--- src/rtl/i2c_clr_pkg.sv ---
package i2c_clr_pkg;

    // Sequencer states; TGL_* form one recovery pulse, STP_* the four STOP phases.
    typedef enum logic [2:0] {
        ST_IDLE     = 3'd0,
        ST_TGL_LO   = 3'd1,
        ST_TGL_HI   = 3'd2,
        ST_STP_LO   = 3'd3,
        ST_STP_SDA  = 3'd4,
        ST_STP_SCLH = 3'd5,
        ST_STP_REL  = 3'd6
    } clr_state_e;

    typedef struct packed {
        clr_state_e state;
        logic       scl_oe;
        logic       sda_oe;
        logic       done_ok;
        logic       scl_stuck;
        logic       sda_fail;
    } clr_regs_t;

    localparam clr_regs_t CLR_REGS_RESET = '{
        state:     ST_IDLE,
        scl_oe:    1'b0,
        sda_oe:    1'b0,
        done_ok:   1'b0,
        scl_stuck: 1'b0,
        sda_fail:  1'b0
    };

endpackage

--- src/rtl/clr_sync.sv ---
module clr_sync #(
    parameter int          WIDTH     = 2,
    parameter int          STAGES    = 2,
    parameter logic [WIDTH-1:0] RESET_VAL = '1
) (
    input  logic             clk_i,
    input  logic             rst_ni,
    input  logic [WIDTH-1:0] async_i,
    output logic [WIDTH-1:0] sync_o
);

    logic [WIDTH-1:0] chain_q [STAGES];
    logic [WIDTH-1:0] chain_d [STAGES];

    always_comb begin
        chain_d[0] = async_i;
        for (int s = 1; s < STAGES; s++) begin
            chain_d[s] = chain_q[s-1];
        end
    end

    always_ff @(posedge clk_i or negedge rst_ni) begin
        if (!rst_ni) begin
            for (int s = 0; s < STAGES; s++) begin
                chain_q[s] <= RESET_VAL;
            end
        end else begin
            for (int s = 0; s < STAGES; s++) begin
                chain_q[s] <= chain_d[s];
            end
        end
    end

    assign sync_o = chain_q[STAGES-1];

endmodule

--- src/rtl/clr_timer.sv ---
module clr_timer #(
    parameter int DIV_W = 16
) (
    input  logic             clk_i,
    input  logic             rst_ni,
    input  logic             run_i,
    input  logic [DIV_W-1:0] half_i,
    output logic             expire_o
);

    logic [DIV_W-1:0] cnt_q, cnt_d;
    logic [DIV_W:0]   cnt_inc;

    // One phase lasts max(half_i,1) cycles: expire on the cycle whose
    // incremented count reaches the programmed length.
    always_comb begin
        cnt_inc  = {1'b0, cnt_q} + {{DIV_W{1'b0}}, 1'b1};
        expire_o = run_i && (cnt_inc >= {1'b0, half_i});
        if (!run_i || expire_o) begin
            cnt_d = '0;
        end else begin
            cnt_d = cnt_inc[DIV_W-1:0];
        end
    end

    always_ff @(posedge clk_i or negedge rst_ni) begin
        if (!rst_ni) begin
            cnt_q <= '0;
        end else begin
            cnt_q <= cnt_d;
        end
    end

    // inside a phase the count advances by exactly one per cycle
    p_phase_step_r10: assert property (@(posedge clk_i) disable iff (!rst_ni)
        (run_i && !expire_o) |=> (cnt_q == $past(cnt_q) + 1'b1));

    // idle time leaves the count at zero for the next phase
    p_idle_zero_r10: assert property (@(posedge clk_i) disable iff (!rst_ni)
        !run_i |=> (cnt_q == '0));

endmodule

--- src/rtl/clr_pulse_cnt.sv ---
module clr_pulse_cnt #(
    parameter int MAX_PULSES = 9,
    parameter int CNT_W      = $clog2(MAX_PULSES + 1)
) (
    input  logic clk_i,
    input  logic rst_ni,
    input  logic clear_i,
    input  logic step_i,
    output logic last_o
);

    logic [CNT_W-1:0] cnt_q, cnt_d;

    always_comb begin
        if (clear_i) begin
            cnt_d = '0;
        end else if (step_i) begin
            cnt_d = cnt_q + 1'b1;
        end else begin
            cnt_d = cnt_q;
        end
        // The pulse now ending is the final one allowed.
        last_o = (cnt_q == CNT_W'(MAX_PULSES - 1));
    end

    always_ff @(posedge clk_i or negedge rst_ni) begin
        if (!rst_ni) begin
            cnt_q <= '0;
        end else begin
            cnt_q <= cnt_d;
        end
    end

    // the number of recovery pulses never exceeds the limit
    p_pulse_cap_r5: assert property (@(posedge clk_i) disable iff (!rst_ni)
        cnt_q <= CNT_W'(MAX_PULSES));

    // every completed pulse is counted once
    p_pulse_step_r4: assert property (@(posedge clk_i) disable iff (!rst_ni)
        (step_i && !clear_i) |=> (cnt_q == $past(cnt_q) + 1'b1));

endmodule

--- src/rtl/i2c_bus_clear.sv ---
module i2c_bus_clear
    import i2c_clr_pkg::*;
#(
    parameter int DIV_W       = 16,
    parameter int MAX_PULSES  = 9,
    parameter int SYNC_STAGES = 2
) (
    input  logic             clk_i,
    input  logic             rst_ni,
    input  logic             start_i,
    input  logic [DIV_W-1:0] half_period_i,
    input  logic             scl_i,
    input  logic             sda_i,
    output logic             scl_oe_o,
    output logic             sda_oe_o,
    output logic             busy_o,
    output logic             done_ok_o,
    output logic             scl_stuck_o,
    output logic             sda_fail_o
);

    localparam int PULSE_W = $clog2(MAX_PULSES + 1);
    localparam int LINES   = 2;

    clr_regs_t     regs_q, regs_d;
    logic [LINES-1:0] lines_s;
    logic          scl_s, sda_s;
    logic          phase_end;
    logic          last_pulse;
    logic          in_run;
    logic          pulse_done;

    // Line synchronizers: bit 1 SCL, bit 0 SDA; idle bus reads high.
    clr_sync #(
        .WIDTH     (LINES),
        .STAGES    (SYNC_STAGES),
        .RESET_VAL ({LINES{1'b1}})
    ) i_sync (
        .clk_i   (clk_i),
        .rst_ni  (rst_ni),
        .async_i ({scl_i, sda_i}),
        .sync_o  (lines_s)
    );

    assign scl_s = lines_s[1];
    assign sda_s = lines_s[0];

    assign in_run = (regs_q.state != ST_IDLE);

    clr_timer #(
        .DIV_W (DIV_W)
    ) i_timer (
        .clk_i    (clk_i),
        .rst_ni   (rst_ni),
        .run_i    (in_run),
        .half_i   (half_period_i),
        .expire_o (phase_end)
    );

    assign pulse_done = (regs_q.state == ST_TGL_HI) && phase_end;

    clr_pulse_cnt #(
        .MAX_PULSES (MAX_PULSES),
        .CNT_W      (PULSE_W)
    ) i_pulses (
        .clk_i   (clk_i),
        .rst_ni  (rst_ni),
        .clear_i (!in_run),
        .step_i  (pulse_done),
        .last_o  (last_pulse)
    );

    always_comb begin
        regs_d           = regs_q;
        regs_d.done_ok   = 1'b0;
        regs_d.scl_stuck = 1'b0;
        regs_d.sda_fail  = 1'b0;

        unique case (regs_q.state)
            ST_IDLE: begin
                if (start_i) begin
                    if (!scl_s) begin
                        regs_d.scl_stuck = 1'b1;
                    end else if (!sda_s) begin
                        regs_d.state = ST_TGL_LO;
                    end else begin
                        regs_d.state = ST_STP_LO;
                    end
                end
            end
            ST_TGL_LO: begin
                if (phase_end) regs_d.state = ST_TGL_HI;
            end
            ST_TGL_HI: begin
                if (phase_end) begin
                    if (sda_s) begin
                        regs_d.state = ST_STP_LO;
                    end else if (last_pulse) begin
                        regs_d.state    = ST_IDLE;
                        regs_d.sda_fail = 1'b1;
                    end else begin
                        regs_d.state = ST_TGL_LO;
                    end
                end
            end
            ST_STP_LO: begin
                if (phase_end) regs_d.state = ST_STP_SDA;
            end
            ST_STP_SDA: begin
                if (phase_end) regs_d.state = ST_STP_SCLH;
            end
            ST_STP_SCLH: begin
                if (phase_end) regs_d.state = ST_STP_REL;
            end
            ST_STP_REL: begin
                if (phase_end) begin
                    regs_d.state   = ST_IDLE;
                    regs_d.done_ok = 1'b1;
                end
            end
            default: begin
                regs_d.state = ST_IDLE;
            end
        endcase

        // Pull-low enables follow the state being entered, so they are registered.
        regs_d.scl_oe = (regs_d.state == ST_TGL_LO) ||
                        (regs_d.state == ST_STP_LO) ||
                        (regs_d.state == ST_STP_SDA);
        regs_d.sda_oe = (regs_d.state == ST_STP_SDA) ||
                        (regs_d.state == ST_STP_SCLH);
    end

    always_ff @(posedge clk_i or negedge rst_ni) begin
        if (!rst_ni) begin
            regs_q <= CLR_REGS_RESET;
        end else begin
            regs_q <= regs_d;
        end
    end

    assign scl_oe_o    = regs_q.scl_oe;
    assign sda_oe_o    = regs_q.sda_oe;
    assign busy_o      = in_run;
    assign done_ok_o   = regs_q.done_ok;
    assign scl_stuck_o = regs_q.scl_stuck;
    assign sda_fail_o  = regs_q.sda_fail;

    // outside a run the bus is left to the pull-ups
    p_idle_release_r1: assert property (@(posedge clk_i) disable iff (!rst_ni)
        !busy_o |-> (!scl_oe_o && !sda_oe_o));

    // a stuck clock is reported without any drive or run
    p_stuck_quiet_r2: assert property (@(posedge clk_i) disable iff (!rst_ni)
        scl_stuck_o |-> (!busy_o && !$past(busy_o) && !scl_oe_o && !sda_oe_o));

    // SDA is only pulled low while SCL is already held low
    p_no_start_r7: assert property (@(posedge clk_i) disable iff (!rst_ni)
        $rose(sda_oe_o) |-> (scl_oe_o && $past(scl_oe_o)));

    // SDA is released only with SCL released, which forms a STOP
    p_stop_release_r6: assert property (@(posedge clk_i) disable iff (!rst_ni)
        $fell(sda_oe_o) |-> (!scl_oe_o && !$past(scl_oe_o)));

    // success is reported only after both lines have been released
    p_done_after_stop_r6: assert property (@(posedge clk_i) disable iff (!rst_ni)
        done_ok_o |-> ($past(!sda_oe_o) && $past(!scl_oe_o)));

    // at most one result pulse at a time, and never two in a row
    p_one_result_r9: assert property (@(posedge clk_i) disable iff (!rst_ni)
        $onehot0({done_ok_o, scl_stuck_o, sda_fail_o}));

    p_result_single_r9: assert property (@(posedge clk_i) disable iff (!rst_ni)
        (done_ok_o || sda_fail_o) |=> !(done_ok_o || sda_fail_o));

    // a completing run ends busy in the cycle of its result
    p_result_ends_run_r9: assert property (@(posedge clk_i) disable iff (!rst_ni)
        (done_ok_o || sda_fail_o) |-> ($past(busy_o) && !busy_o));

    // a start request during a run does not restart or end it
    p_start_ignored_r8: assert property (@(posedge clk_i) disable iff (!rst_ni)
        (busy_o && start_i && !phase_end) |=> busy_o);

endmodule

--- config.mk ---
export PLATFORM = sky130hd
export DESIGN_NAME = i2c_bus_clear
export DESIGN_NICKNAME = d
export VERILOG_FILES = /design/src/rtl/i2c_clr_pkg.sv /design/src/rtl/clr_sync.sv /design/src/rtl/clr_timer.sv /design/src/rtl/clr_pulse_cnt.sv /design/src/rtl/i2c_bus_clear.sv
export SDC_FILE = /design/constraint.sdc
export NUM_CORES = 1
export LEC_CHECK = 0
export ABC_AREA = 1
export ABC_CLOCK_PERIOD_IN_PS = 3800
export BUFFER_PORTS_ARGS = -buffer_cell sky130_fd_sc_hd__buf_4
export CORE_AREA = 2 2 57 85
export DETAILED_ROUTE_END_ITERATION = 6
export DIE_AREA = 0 0 59 87
export HOLD_SLACK_MARGIN = 0.12
export PLACE_DENSITY_LB_ADDON = 0.08
export SYNTH_ARGS = -nofsm -noshare
export SYNTH_HDL_FRONTEND = slang
export SYNTH_HIERARCHICAL = 1
export SYNTH_SLANG_ARGS = --single-unit
--- constraint.sdc ---
create_clock -name clk_i -period 3.8 [get_ports clk_i]
set_input_delay 0.76 -clock clk_i [delete_from_list [all_inputs] [get_ports clk_i]]
set_output_delay 0.76 -clock clk_i [all_outputs]
set_load 0.05 [all_outputs]
* Word-level counts from Yosys, hierarchy flattened
Cells that the tools add are included.
Word-level totals: bits in registers 32, input port bits 21, output and inout port bits 6, logic and storage cells 58
Operators by class: add/sub/neg operators 2, magnitude comparators 1, equal/unequal tests 12, mux-type cells 24, reductions and logical operators 9
Operators by type and width (count):
- 3-bit two-way mux | 8
- 3-bit one-hot mux with 7 select lines | 1
- 16-bit by 1-bit adder with 17-bit output (second input constant) | 1
- 17-bit by 16-bit greater-or-equal comparator with 1-bit output | 1
- 16-bit two-way mux | 1
- 3-bit == test (second input constant) | 5
- 1-bit two-way mux | 10
- 3-bit by 2-bit == test with 1-bit output (second input constant) | 3
- 4-bit two-way mux | 2
- 3-bit by 1-bit == test with 1-bit output (second input constant) | 2
- 4-bit by 1-bit adder with 4-bit output (second input constant) | 1
- 4-bit == test (second input constant) | 1
- 1-bit logical OR | 4
- 2-bit two-way mux | 2
- 3-bit zero test | 1
- 3-bit nonzero test | 1
- 1-bit logical AND | 2
- 2-bit by 1-bit inequality test with 1-bit output (second input constant) | 1
- 1-bit zero test | 1

* Longest topological paths before layout
depth after elaboration 8, depth in mapped cells 27, depth with buffers taken out 27

* Hierarchy
The synthesis kept the hierarchy.
Modules (own cells, without submodules):
- clr_timer | instances 1, cells an instance 189, area an instance 1387.6 um2, sequential area each 400.4 um2
- i2c_bus_clear | instances 1, cells an instance 55, area an instance 405.4 um2, sequential area each 200.2 um2
- clr_pulse_cnt | instances 1, cells an instance 28, area an instance 225.2 um2, sequential area each 100.1 um2
- clr_sync | instances 1, cells an instance 4, area an instance 105.1 um2, sequential area each 105.1 um2

* Worst setup path after synthesis
No wires, ideal clock.
path kind register to register, start point register i_timer.cnt_q[0], end point register i_pulses.cnt_q[3], library setup time 0.119 ns, arrival 3.076 ns, required time 3.681 ns, setup slack 0.605 ns, cell stages (with the launch flop) 25, buffers on the path 0, clock period less this slack 3.195 ns, cell sequence dfrtp_1 > ha_1 > nand2_2 > nor2_2 > nand2_2 > inv_2 > nand4_1 > xor2_1 > inv_1 > ha_1 > nand2_1 > nor2_1 > nand2_1 > nor2_1 > nor2_1 > nand3_1 > nand2_1 > a21boi_0 > inv_2 > nor2_1 > nor2_2 > nor2_4 > nand3_1 > nand2_1 > nor2_1
On the way: longest elaborated chain between the ends 5
Ends and longest elaborated chain:
- start, declared | line clr_timer.sv:11 | logic [DIV_W-1:0] cnt_q, cnt_d;
- start signal, assigned | line clr_timer.sv:30 | cnt_q <= cnt_d;
- 16-bit by 1-bit adder with 17-bit output | line clr_timer.sv:17 | cnt_inc = {1'b0, cnt_q} + {{DIV_W{1'b0}}, 1'b1};
- 17-bit by 16-bit greater-or-equal comparator with 1-bit output | line clr_timer.sv:18 | expire_o = run_i && (cnt_inc >= {1'b0, half_i});
- 1-bit logical AND | line clr_timer.sv:18
- via phase_end | line i2c_bus_clear.sv:28 | logic phase_end;
- 1-bit logical AND | line i2c_bus_clear.sv:60 | assign pulse_done = (regs_q.state == ST_TGL_HI) && phase_end;
- via pulse_done | line i2c_bus_clear.sv:31 | logic pulse_done;
- 2-bit by 1-bit inequality test with 1-bit output (no source line)
- end signal, assigned | line clr_pulse_cnt.sv:30 | cnt_q <= cnt_d;
- end, declared | line clr_pulse_cnt.sv:12 | logic [CNT_W-1:0] cnt_q, cnt_d;
The timed path passes the listed nets, and every way through them passes these cells. A chain may end at the register's enable or synchronous reset.

* Worst setup path in the final report
Ends and elaborated chain as after synthesis.

==> results.py <==
metrics = {
    "yosys": {
        "synth_edf_count": 0,
        "synthesis.area_sq_um": 2120,
        "async_flop_share_pct": 100,
        "synth_cell_types": 28,
        "syn_nets": 316,
        "synth_cells": 276,
        "syn_avg_cell_area_sq_um": 7.69,
        "seq_area_frac_synth_pct": 37.9,
        "yosysWarningCount": 6,
        "ys_seq_elements": 32,
        "ys.flop_type": "dfrtp_1",
    },
    "placement": {
        "port_buffers": 26,
        "dpl-instance-area_sq_um": 2360,
        "hpwl_um": 3470,
        "place.gp.congestion": 0.949,
    },
    "critical_path": {
        "crit_arrival_ns": 3.53,
        "slowest_delay_ns": 0.41,
        "cp_max_fo": 5,
        "critPathKind": "reg -> reg",
        "required_ns": 3.97,
        "startpoint_type": "flop",
        "crit_chain": "ha_1, nand2_2, nor2_2, nand2_2, inv_2, nand4_1, xor2_1, inv_1, ha_1, nand2_1, nor2_1, nand2_1, nor2_1, nor2_1, nand3_1, nand2_1, a21boi_2, inv_2, nor2_2, nor2_2, nor2_4, nand3_1, nand2_1, nor2_1",
        "cp-end-kind": "flop",
        "slowest_stage": "dfrtp_1",
        "ff2ff_path_depth": 24,
    },
    "grt": {
        "gr-total-overflow": 0,
        "groute.usage.overall_pct": 19.8,
        "grt_antenna_before_repair": 0,
        "grt_max_degree": 33,
        "grt_pass1_wl_um": 7580,
        "grt_pass1_vias": 1845,
    },
    "clock_network": {
        "clkSinkCount": 32,
        "cts_buffer_depth": 2,
        "htreeDepth": 2,
        "holdBufCountCts": 0,
        "cts_tree": "yes",
        "clk_latency_ns": 0.28,
        "cts_made_buffers": 5,
        "clk_pin_slew_worst_paths_ns": 0.06,
        "cts_root_buf": "clkbuf_8",
    },
    "detailed_routing": {
        "drt_iter0_drc": 72,
        "postRouteWirelength_um": 4230,
        "drc": 0,
        "routedWlPerCell_um": 11.8,
        "dr_total_vias": 1751,
        "antenna_left": 0,
        "routed_via_density": 4.90,
        "drt_pass1_iterations": 4,
    },
    "hold_path": {
        "hp-class": "reg -> reg",
        "holdPathStages": 0,
    },
    "power": {
        "power.density_nw_per_um2": 462,
        "ir_drop_mv": 0.351,
        "leakage_nw": 1.42,
    },
    "floorplanning": {
        "start_util_pct": 47.9,
        "core_area_sq_um": 4430,
        "ioPinCount": 27,
        "fp.dieW_um": 59,
        "die_y_um": 87,
        "rows": 30,
        "die_area_sq_um": 5130,
    },
    "sta": {
        "hold_viol": 0,
        "tns_ns": 0,
        "slew-limit-headroom_pct": 72.2,
        "fin_crit_sh_pct": 88.4,
        "fin_crit_ns": 3.36,
        "fmax_mhz": 298,
        "clock_skew_ns": 0.00727,
        "tightest_slew_ns": 0.417,
        "grt_setup_unrepaired": "false",
        "final_max_slew_viol_count": 0,
        "finalSetupViolCount": 0,
    },
    "layout": {
        "drive_above_1_share_pct": 24.3,
        "final_net_count": 348,
        "area_growth_pct": 15.8,
        "diodes": 0,
        "final_area_sq_um": 2460,
    },
    "run": {
        "drv_cap": 0,
    },
    "status": {
        "outcome": "finished, final reports clean",
    },
}
[final timing paths]
| check | from | end | slack, ns |
|---|---|---|---|
| worst max register to register | i_timer/cnt_q[0] | i_pulses/cnt_q[3] | 0.44 |
| max in group asynchronous | rst_ni | i_sync/sync_o[0] | 3.06 |
| worst max-delay path | i_timer/cnt_q[0] | i_pulses/cnt_q[3] | 0.44 |
| worst min-delay path | i_sync/chain_d[0] | i_sync/sync_o[0] | 0.36 |
| worst min register to register | i_sync/chain_d[0] | i_sync/sync_o[0] | 0.36 |
| min in group asynchronous | rst_ni | i_pulses/cnt_q[3] | 0.41 |
[per-layer routing]
layer  vias up  share of wire, %  track usage, %  routed length, um
li1        902                 -               -                  -
met1       792                38            19.3               1590
met2        38                54            36.5               2270
met3        19               3.6            4.31                152
met4         0               5.2            12.2                221
met5         -                 0               0                  0
[power by group]
part           switching (W)  internal, W  leakage [nW]
Sequential         0.0000507     0.000397         0.414
Clock               0.000122     0.000147        0.0445
Combinational       0.000265     0.000154         0.959
[state kept, by name, indices dropped and copies added (netlist names)]
register,flops
i_timer/cnt_q,16
i_pulses/cnt_q,4
regs_q,3
i_sync/chain_d,2
i_sync/sync_o,2
done_ok_o,1
scl_oe_o,1
scl_stuck_o,1
sda_fail_o,1
sda_oe_o,1
[logic make-up after synthesis]
group                    synth area share (%)
AND/OR/NAND/NOR                          29.8
XOR/XNOR                                 4.54
AO/OA/AOI/OAI                            5.01
buffers and inverters                    11.5
flip-flops                               37.9
adder cells (fa/ha/maj)                  11.2
[Yosys cell counts, types with 2 or more instances]
cell type | number | area [sq um]
nand2_1 | 63 | 236
inv_1 | 54 | 203
dfrtp_1 | 28 | 701
nor2_1 | 26 | 97.6
ha_1 | 19 | 238
nor2_2 | 15 | 93.8
nand3_1 | 12 | 60.1
xor2_1 | 10 | 87.6
a21oi_1 | 8 | 40.0
nand2_2 | 8 | 50.1
inv_2 | 6 | 22.5
dfstp_2 | 4 | 105
nor3_1 | 4 | 20.0
o21ai_1 | 3 | 15.0
a21o_1 | 2 | 15.0
nand4_1 | 2 | 12.5
[cell type report]
cell class	instances	area (sq um)
fill	436	1970
timing repair buffer	26	195
tap	48	60.1
sequential	32	806
clock inverter	1	7.51
inverter	60	225
clock buffer	7	86.3
multi-input combinational	183	1080
[worst max-delay path: cells and delay by family (launching register included)]
| family | cells | cell delay, ns |
|---|---|---|
| DFF | 1 | 0.41 |
| AOI/OAI and AO/OA | 1 | 0.23 |
| xor gates and xnor gates | 1 | 0.28 |
| and+or+nand+nor | 17 | 1.54 |
| adders and majority gates | 2 | 0.54 |
| buffers and inverters | 3 | 0.25 |
[stage by stage]
step                setup WS [ns]  hold slack, ns  power [W]  instances  util [%]
finish                      0.439           0.356    0.00114        357      55.5
global route               0.0497           0.365    0.00123        357      55.5
CTS                         0.125           0.357    0.00116        357      55.4
detailed placement          0.121           0.347   0.000882        349      53.2
global placement            0.251           0.347   0.000876        349      53.2
floorplan                   0.605           0.345   0.000773        276         -
[what timing repair did]
item / CTS / global route
setup endpoints to repair: 0 / 5
gates resized for setup: 0 / 3
buffers inserted: 0 / 0
[placed cells by master (no fill, tap or decap)]
master	count
clkbuf_8	6
nand2_1	63
clkinvlp_4	1
nand3_4	1
dfrtp_1	28
nor2_4	1
o21ai_1	3
nor3_2	1
ha_1	19
and3_1	1
nor2_1	25
nand4_1	2
nand3_2	1
inv_1	54
nand3_1	12
xnor2_1	1
nor3_1	4
a31o_2	1
clkbuf_1	1
a21oi_1	8
o21bai_2	1
inv_2	6
nor4_1	1
nor2_2	16
a21o_1	2
a21boi_2	1
dfstp_2	4
xor2_1	10
buf_4	26
nand2_2	8
a21oi_2	1
Power figures use the tool's default switching activity.
